## config.mk

```make
export PLATFORM = sky130hd
export DESIGN_NAME = wdog_service_unit
export DESIGN_NICKNAME = d
export VERILOG_FILES = /design/src/rtl/wdsvc_pkg.sv /design/src/rtl/wdsvc_keyseq.sv /design/src/rtl/wdsvc_prescaler.sv /design/src/rtl/wdsvc_counter.sv /design/src/rtl/wdog_service_unit.sv
export SDC_FILE = /design/constraint.sdc
export NUM_CORES = 1
export LEC_CHECK = 0
export CAP_MARGIN = 10
export CORE_ASPECT_RATIO = 1.2
export CORE_UTILIZATION = 46
export DETAILED_ROUTE_END_ITERATION = 10
export GPL_ROUTABILITY_DRIVEN = 0
export HOLD_SLACK_MARGIN = 0.08
export MAX_ROUTING_LAYER = met4
export PLACE_DENSITY = 0.81
export SYNTH_ARGS = -nofsm -noshare
export SYNTH_HDL_FRONTEND = slang
export SYNTH_SLANG_ARGS = --single-unit
export TNS_END_PERCENT = 100
```

## constraint.sdc

```tcl
create_clock -name clk -period 6.8 [get_ports clk]
set_clock_uncertainty 0.05 [all_clocks]
set_input_delay 1.36 -clock clk [delete_from_list [all_inputs] [get_ports clk]]
set_output_delay 1.36 -clock clk [all_outputs]
set_load 0.02 [all_outputs]
```

## src/rtl/wdsvc_pkg.sv

```systemverilog
package wdsvc_pkg;
    localparam int DATA_W = 16;
    typedef logic [DATA_W-1:0] word_t;

    localparam word_t KEY_ARM  = 16'h556C;
    localparam word_t KEY_FIRE = 16'hAA39;

    localparam int EN_BIT = 0;
endpackage

```

## src/rtl/wdsvc_keyseq.sv

```systemverilog
module wdsvc_keyseq
    import wdsvc_pkg::*;
(
    input  logic  clk,
    input  logic  rst,
    input  logic  svc_wr,
    input  word_t svc_data,
    output logic  armed,
    output logic  fire
);
    typedef struct packed {
        logic armed;
    } seq_t;

    seq_t seq_d, seq_q;

    always_comb begin
        seq_d = seq_q;
        if (svc_wr) begin
            seq_d.armed = (svc_data == KEY_ARM);
        end
    end

    always_ff @(posedge clk) begin
        if (rst) seq_q <= '0;
        else     seq_q <= seq_d;
    end

    assign armed = seq_q.armed;
    assign fire  = svc_wr && seq_q.armed && (svc_data == KEY_FIRE);
endmodule

```

## src/rtl/wdsvc_prescaler.sv

```systemverilog
module wdsvc_prescaler #(
    parameter int DIV = 4
) (
    input  logic clk,
    input  logic rst,
    input  logic run,
    input  logic restart,
    output logic tick
);
    localparam int PW = (DIV > 2) ? $clog2(DIV) : 1;
    localparam logic [PW-1:0] LAST = PW'(DIV - 1);

    logic [PW-1:0] pre_d, pre_q;

    always_comb begin
        pre_d = pre_q;
        if (restart) begin
            pre_d = '0;
        end else if (run) begin
            pre_d = (pre_q == LAST) ? '0 : pre_q + 1'b1;
        end
    end

    always_ff @(posedge clk) begin
        if (rst) pre_q <= '0;
        else     pre_q <= pre_d;
    end

    assign tick = run && (pre_q == LAST);
endmodule

```

## src/rtl/wdsvc_counter.sv

```systemverilog
module wdsvc_counter #(
    parameter int          W       = 16,
    parameter logic [W-1:0] RST_VAL = W'(40)
) (
    input  logic         clk,
    input  logic         rst,
    input  logic         step,
    input  logic         reload,
    input  logic [W-1:0] period,
    output logic [W-1:0] count,
    output logic         expire
);
    typedef struct packed {
        logic [W-1:0] cnt;
        logic         expire;
    } cnt_t;

    cnt_t st_d, st_q;

    always_comb begin
        st_d        = st_q;
        st_d.expire = 1'b0;
        if (reload) begin
            st_d.cnt = period;
        end else if (step) begin
            if (st_q.cnt == '0) begin
                st_d.cnt    = period;
                st_d.expire = 1'b1;
            end else begin
                st_d.cnt = st_q.cnt - 1'b1;
            end
        end
    end

    always_ff @(posedge clk) begin
        if (rst) st_q <= '{cnt: RST_VAL, expire: 1'b0};
        else     st_q <= st_d;
    end

    assign count  = st_q.cnt;
    assign expire = st_q.expire;
endmodule

```

## src/rtl/wdog_service_unit.sv

```systemverilog
module wdog_service_unit
    import wdsvc_pkg::*;
#(
    parameter int               ADDR_W     = 20,
    parameter logic [ADDR_W-1:0] SVC_OFS   = 20'h1000E,
    parameter logic [ADDR_W-1:0] CTL_OFS   = 20'h10010,
    parameter logic [ADDR_W-1:0] PER_OFS   = 20'h10012,
    parameter logic [ADDR_W-1:0] CNT_OFS   = 20'h10014,
    parameter int               PRESCALE   = 4,
    parameter int               PERIOD_RST = 40
) (
    input  logic              clk,
    input  logic              rst,
    input  logic [ADDR_W-1:0] bus_addr,
    input  logic [15:0]       bus_wdata,
    input  logic              bus_wr,
    output logic [15:0]       bus_rdata,
    output logic              wdt_expire
);
    typedef struct packed {
        logic  en;
        word_t period;
    } ctl_t;

    ctl_t  ctl_d, ctl_q;
    logic  wr_svc, wr_ctl, wr_per;
    logic  armed, svc_reload, step;
    word_t cnt_val;

    assign wr_svc = bus_wr && (bus_addr == SVC_OFS);
    assign wr_ctl = bus_wr && (bus_addr == CTL_OFS);
    assign wr_per = bus_wr && (bus_addr == PER_OFS);

    always_comb begin
        ctl_d = ctl_q;
        if (wr_ctl) ctl_d.en     = bus_wdata[EN_BIT];
        if (wr_per) ctl_d.period = bus_wdata;
    end

    always_ff @(posedge clk) begin
        if (rst) ctl_q <= '{en: 1'b1, period: word_t'(PERIOD_RST)};
        else     ctl_q <= ctl_d;
    end

    wdsvc_keyseq u_keyseq (
        .clk      (clk),
        .rst      (rst),
        .svc_wr   (wr_svc),
        .svc_data (bus_wdata),
        .armed    (armed),
        .fire     (svc_reload)
    );

    wdsvc_prescaler #(.DIV(PRESCALE)) u_presc (
        .clk     (clk),
        .rst     (rst),
        .run     (ctl_q.en),
        .restart (svc_reload),
        .tick    (step)
    );

    wdsvc_counter #(.W(DATA_W), .RST_VAL(word_t'(PERIOD_RST))) u_count (
        .clk    (clk),
        .rst    (rst),
        .step   (step),
        .reload (svc_reload),
        .period (ctl_q.period),
        .count  (cnt_val),
        .expire (wdt_expire)
    );

    always_comb begin
        bus_rdata = '0;
        if (bus_addr == CTL_OFS)      bus_rdata[EN_BIT] = ctl_q.en;
        else if (bus_addr == PER_OFS) bus_rdata = ctl_q.period;
        else if (bus_addr == CNT_OFS) bus_rdata = cnt_val;
    end
endmodule

```

---- Word-level counts from Yosys, hierarchy flattened ----
Index checks and enable logic that the tools add are counted.
word-level totals
  register bits ........................... 37
  input bits .............................. 39
  output and inout bits ................... 17
  word-level logic and storage cells ...... 35
operators by class
  add/subtract/negate cells ............... 2
  eq/ne operators ......................... 7
  multiplexer cells ....................... 9
  bitwise operators ....................... 1
  reductions and logical operators ........ 10
operators by type and width
  kind                                                                      number
  20-bit by 17-bit equality test with 1-bit output (second input constant)  4
  16-bit two-way mux                                                        4
  17-bit two-way mux                                                        1
  16-bit by 15-bit equality test with 1-bit output (second input constant)  1
  16-bit equality test (second input constant)                              1
  16-bit zero test                                                          1
  16-bit by 1-bit subtractor with 16-bit output (second input constant)     1
  15-bit two-way mux                                                        1
  1-bit logical AND                                                         6
  3-bit OR reduction                                                        1
  2-bit by 1-bit adder with 2-bit output (second input constant)            1
  2-bit equality test (second input constant)                               1
  1-bit two-way mux                                                         2
  2-bit two-way mux                                                         1
  2-bit nonzero test                                                        1
  2-bit OR reduction                                                        1
  1-bit inverter                                                            1

---- Logic depth before layout (Yosys ltp) ----
  word-level depth ........................ 5
  gate-level depth with buffers ........... 8
  mapped depth without buffers ............ 7

---- Hierarchy ----
A second synthesis with hierarchy kept.
second synthesis, totals
  cells, all modules ...................... 302
  area total of the unflattened synthesis .. 2423.6 um^2
by module, submodules not included
  module             times used  cells an instance  area an instance (um^2)  seq. area each (um^2)
  wdsvc_counter      1           144                1157.4                   340.3
  wdog_service_unit  1           133                1031.0                   340.3
  wdsvc_keyseq       1           16                 133.9                    20.0
  wdsvc_prescaler    1           9                  101.3                    40.0

---- Worst setup path before layout ----
No wires, ideal clock.
  path type ............................... input to output
  from .................................... input bus_addr[12]
  to ...................................... output bus_rdata[10]
  arrival ................................. 3.256 ns
  data required time ...................... 5.390 ns
  setup slack ............................. 2.134 ns
  cell stages on the path ................. 5
  path buffers ............................ 1
  cells stage by stage .................... or4b_4 -> nor3_1 -> nor3b_1 -> clkbuf_1 -> a22o_1
on the way
  longest elaborated chain between the ends .. 4
  elaborated cells on any way between the ends .. 6
  those cells by class .................... eq/ne: 3; mux: 3
RTL lines
  item                                              line                     text
  start: declaration                                wdog_service_unit.sv:14  input logic [ADDR_W-1:0] bus_addr,
  20-bit by 17-bit equality test with 1-bit output  wdog_service_unit.sv:76  else if (bus_addr == CNT_OFS) bus_rdata = cnt_val;
  16-bit two-way mux                                wdog_service_unit.sv:76
  16-bit two-way mux                                wdog_service_unit.sv:75  else if (bus_addr == PER_OFS) bus_rdata = ctl_q.period;
  15-bit two-way mux *                              wdog_service_unit.sv:74  if (bus_addr == CTL_OFS) bus_rdata[EN_BIT] = ctl_q.en;
  end: declaration                                  wdog_service_unit.sv:17  output logic [15:0] bus_rdata,
Mark *: on every way between the ends. The rest lies on a longest branch, timed or not.

---- Final worst setup path ----
  from .................................... input bus_addr[6]
  to ...................................... output bus_rdata[8]
Same word-level chain as after synthesis.

==> impl_metrics.csv <==
group,metric,value,unit
yosys,ys_ff_latch,37,
drt,drt_iter0_drc,189,
clock_network,tritoncts,"yes",
setup_path,crit_required,5390,ps
sta,timing.fmax,171,MHz
die,io_pins,56,
layout,seq_area,741,um^2
drt,totalWireLength,6170,um
clock_network,clkSinkCount,37,
clock_network,h-tree-depth,2,
clock_network,hold_buffers,0,
yosys,synth_flop_cell,"dfxtp_1",
clock_network,clockRootBuffer,"clkbuf_8",
yosys,yosysSeqAreaShare,0.336,
sta,setup_viol,0,
clock_network,insertion_delay,300,ps
sta,rsz0062_at_grt,"no",
setup_path,worst_setup_path_start_kind,"primary input",
layout,fin_nets,352,
hold_path,hold_path_class,"flop to flop",
status,status,"complete, no violations",
yosys,ys_warn_count,0,
job,cap_violations,0,
clock_network,post_cts_resized,0,
layout,finish.utilization,0.627,
clock_network,clk_pin_slew,70,ps
drt,drc,0,
yosys,syn-instance-count,257,
power,power.density,153,nW/um^2
placed_design,hpwl,4580,um
yosys,syn_avg_cell_area,8.57,um^2
setup_path,critPathKind,"primary input to primary output",
layout,final_cell_mix,"55 x clkdlybuf4s50_1, 37 x dfxtp_1, 29 x nor2_1",
setup_path,r2r_setup_slack,4110,ps
sta,fin_crit_sh,0.862,
die,fp.dieW,65.2,um
layout,drive_above_1_share,0.0839,
clock_network,post-cts-setup-buffers,0,
setup_path,end_kind,"primary output",
die,start_util,0.479,
yosys,syn-cell-area,2200,um^2
drt,ant_nets,0,
power,leakage,0.00111,uW
die,die-height,77.8,um
yosys,syn_nets,299,
yosys,synth_edf_count,0,
layout,final_common_cell,"clkdlybuf4s50_1",
yosys,yosysUniqueCellTypes,50,
sta,min_period,5860,ps
setup_path,crit_fanout,15,
sta,setup-tns-final,0,ps
drt,drt_pre_antenna_iters,4,
sta,slew_headroom,0.493,
hold_path,hold_depth,2,
die,dieArea,5070,um^2
global_routing,grt.total_usage,0.272,
die,rows,27,
global_routing,overflow,0,
drt,post_drt_wl_per_cell,16.8,um
setup_path,rr_worst_depth,8,
layout,multi_input_area,1350,um^2
global_routing,grt_max_degree,33,
drt,num_vias,2267,
setup_path,critPathArrivalTime,4450,ps
clock_network,cts_buffers,5,
power,ir_drop,129,uV
layout,antenna_cells,0,
placed_design,numPortBuffers,55,
clock_network,clk_path_buf_depth,2,
die,core,4590,um^2
yosys,async_flop_share,0,
sta,worst_pin_slew,754,ps
layout,area_delta_synth_final,30.9,%
global_routing,antenna_found_initial,0,
drt,vias_per_cell,6.16,
sta,finalHoldViolCount,0,
global_routing,grt_pass1_wl,10300,um
global_routing,grt_pass1_vias,2167,
layout,fillers,427,
sta,maxSlewViolCount,0,
-- cell families (layout without fill, tap and decap cells) --
kind of cell               Yosys count  count (layout)  share of synthesized area
muxes                               18              18                     0.0818
AOI/OAI and AO/OA                   81              81                      0.262
DFF                                 37              37                      0.336
adders and majority gates            3               3                     0.0170
and+or+nand+nor                     94              94                      0.252
buffers and inverters               24              77                     0.0511
-- final timing paths --
kind | startpoint | end
worst max-delay path | bus_addr[6] | bus_rdata[8]
worst min-delay path | u_keyseq.armed | u_keyseq.armed
worst max register to register | u_count.count[0] | u_count.count[12]
worst min register to register | u_keyseq.armed | u_keyseq.armed
-- critical path, cell delays in order --
cell	delay [ps]
clkdlybuf4s50_1	400
nor4_1	300
nand3_1	270
nor4_1	640
and2_1	590
a22o_1	280
clkdlybuf4s50_1	610
-- cell type report --
cell class	count	share of cell area
Sequential cell	37	0.257
Multi-Input combinational cell	196	0.470
Tap cell	58	0.0252
Inverter	10	0.0130
Clock inverter	1	0.00260
Clock buffer	6	0.0286
Timing Repair Buffer	60	0.204
-- through the flow --
step	hold WS, ps	instances	setup slack [ps]	cell area [um^2]	total power, uW
6_report	444	368	936	2880	441
5_1_grt	486	368	662	2880	461
4_1_cts	447	368	999	2880	444
3_5_place_dp	433	361	1040	2790	288
3_3_place_gp	426	361	1170	2790	286
2_1_floorplan	395	257	2130	2200	253
-- power breakdown --
part | internal (uW) | switching, uW | total (uW)
combinational | 32.6 | 27.1 | 59.7
sequential | 220 | 3.44 | 223
clock | 80.1 | 78.2 | 158
total | 333 | 109 | 441
-- layer usage --
layer,track usage,up-vias,part of all wire
met5,-,-,0
met4,0.115,0,0.029
met3,0.0588,17,0.065
met2,0.430,91,0.50
met1,0.330,1076,0.41
li1,-,1083,-
-- sequential cells by signal, indices dropped and copies added (netlist names) --
name	count
u_keyseq.armed	1
ctl_q	17
u_count.expire	1
u_presc.pre_q	2
u_count.count	16
-- synthesized netlist by cell type, types with 2 or more instances --
master	instances	area, um^2
dfxtp_1	37	741
nor2_1	29	109
a21oi_1	20	100
o21ai_0	20	100
mux2i_1	18	180
a22o_1	15	131
inv_1	10	37.5
nand2_1	10	37.5
clkbuf_1	9	33.8
nor3_1	8	40.0
a211oi_1	6	45.0
and2_1	5	31.3
nand3_1	5	25.0
nand4_1	5	31.3
nor4_1	5	31.3
nor4bb_1	5	50.1
buf_2	3	15.0
ha_1	3	37.5
o21a_1	3	22.5
o32ai_1	3	26.3
a211oi_2	2	25.0
nand3b_1	2	15.0
nand4b_1	2	17.5
nor4_2	2	25.0
nor4b_1	2	17.5
o211a_1	2	20.0
or4_1	2	15.0
or4b_2	2	20.0
Note: power is estimated with default switching activity, not from simulation.
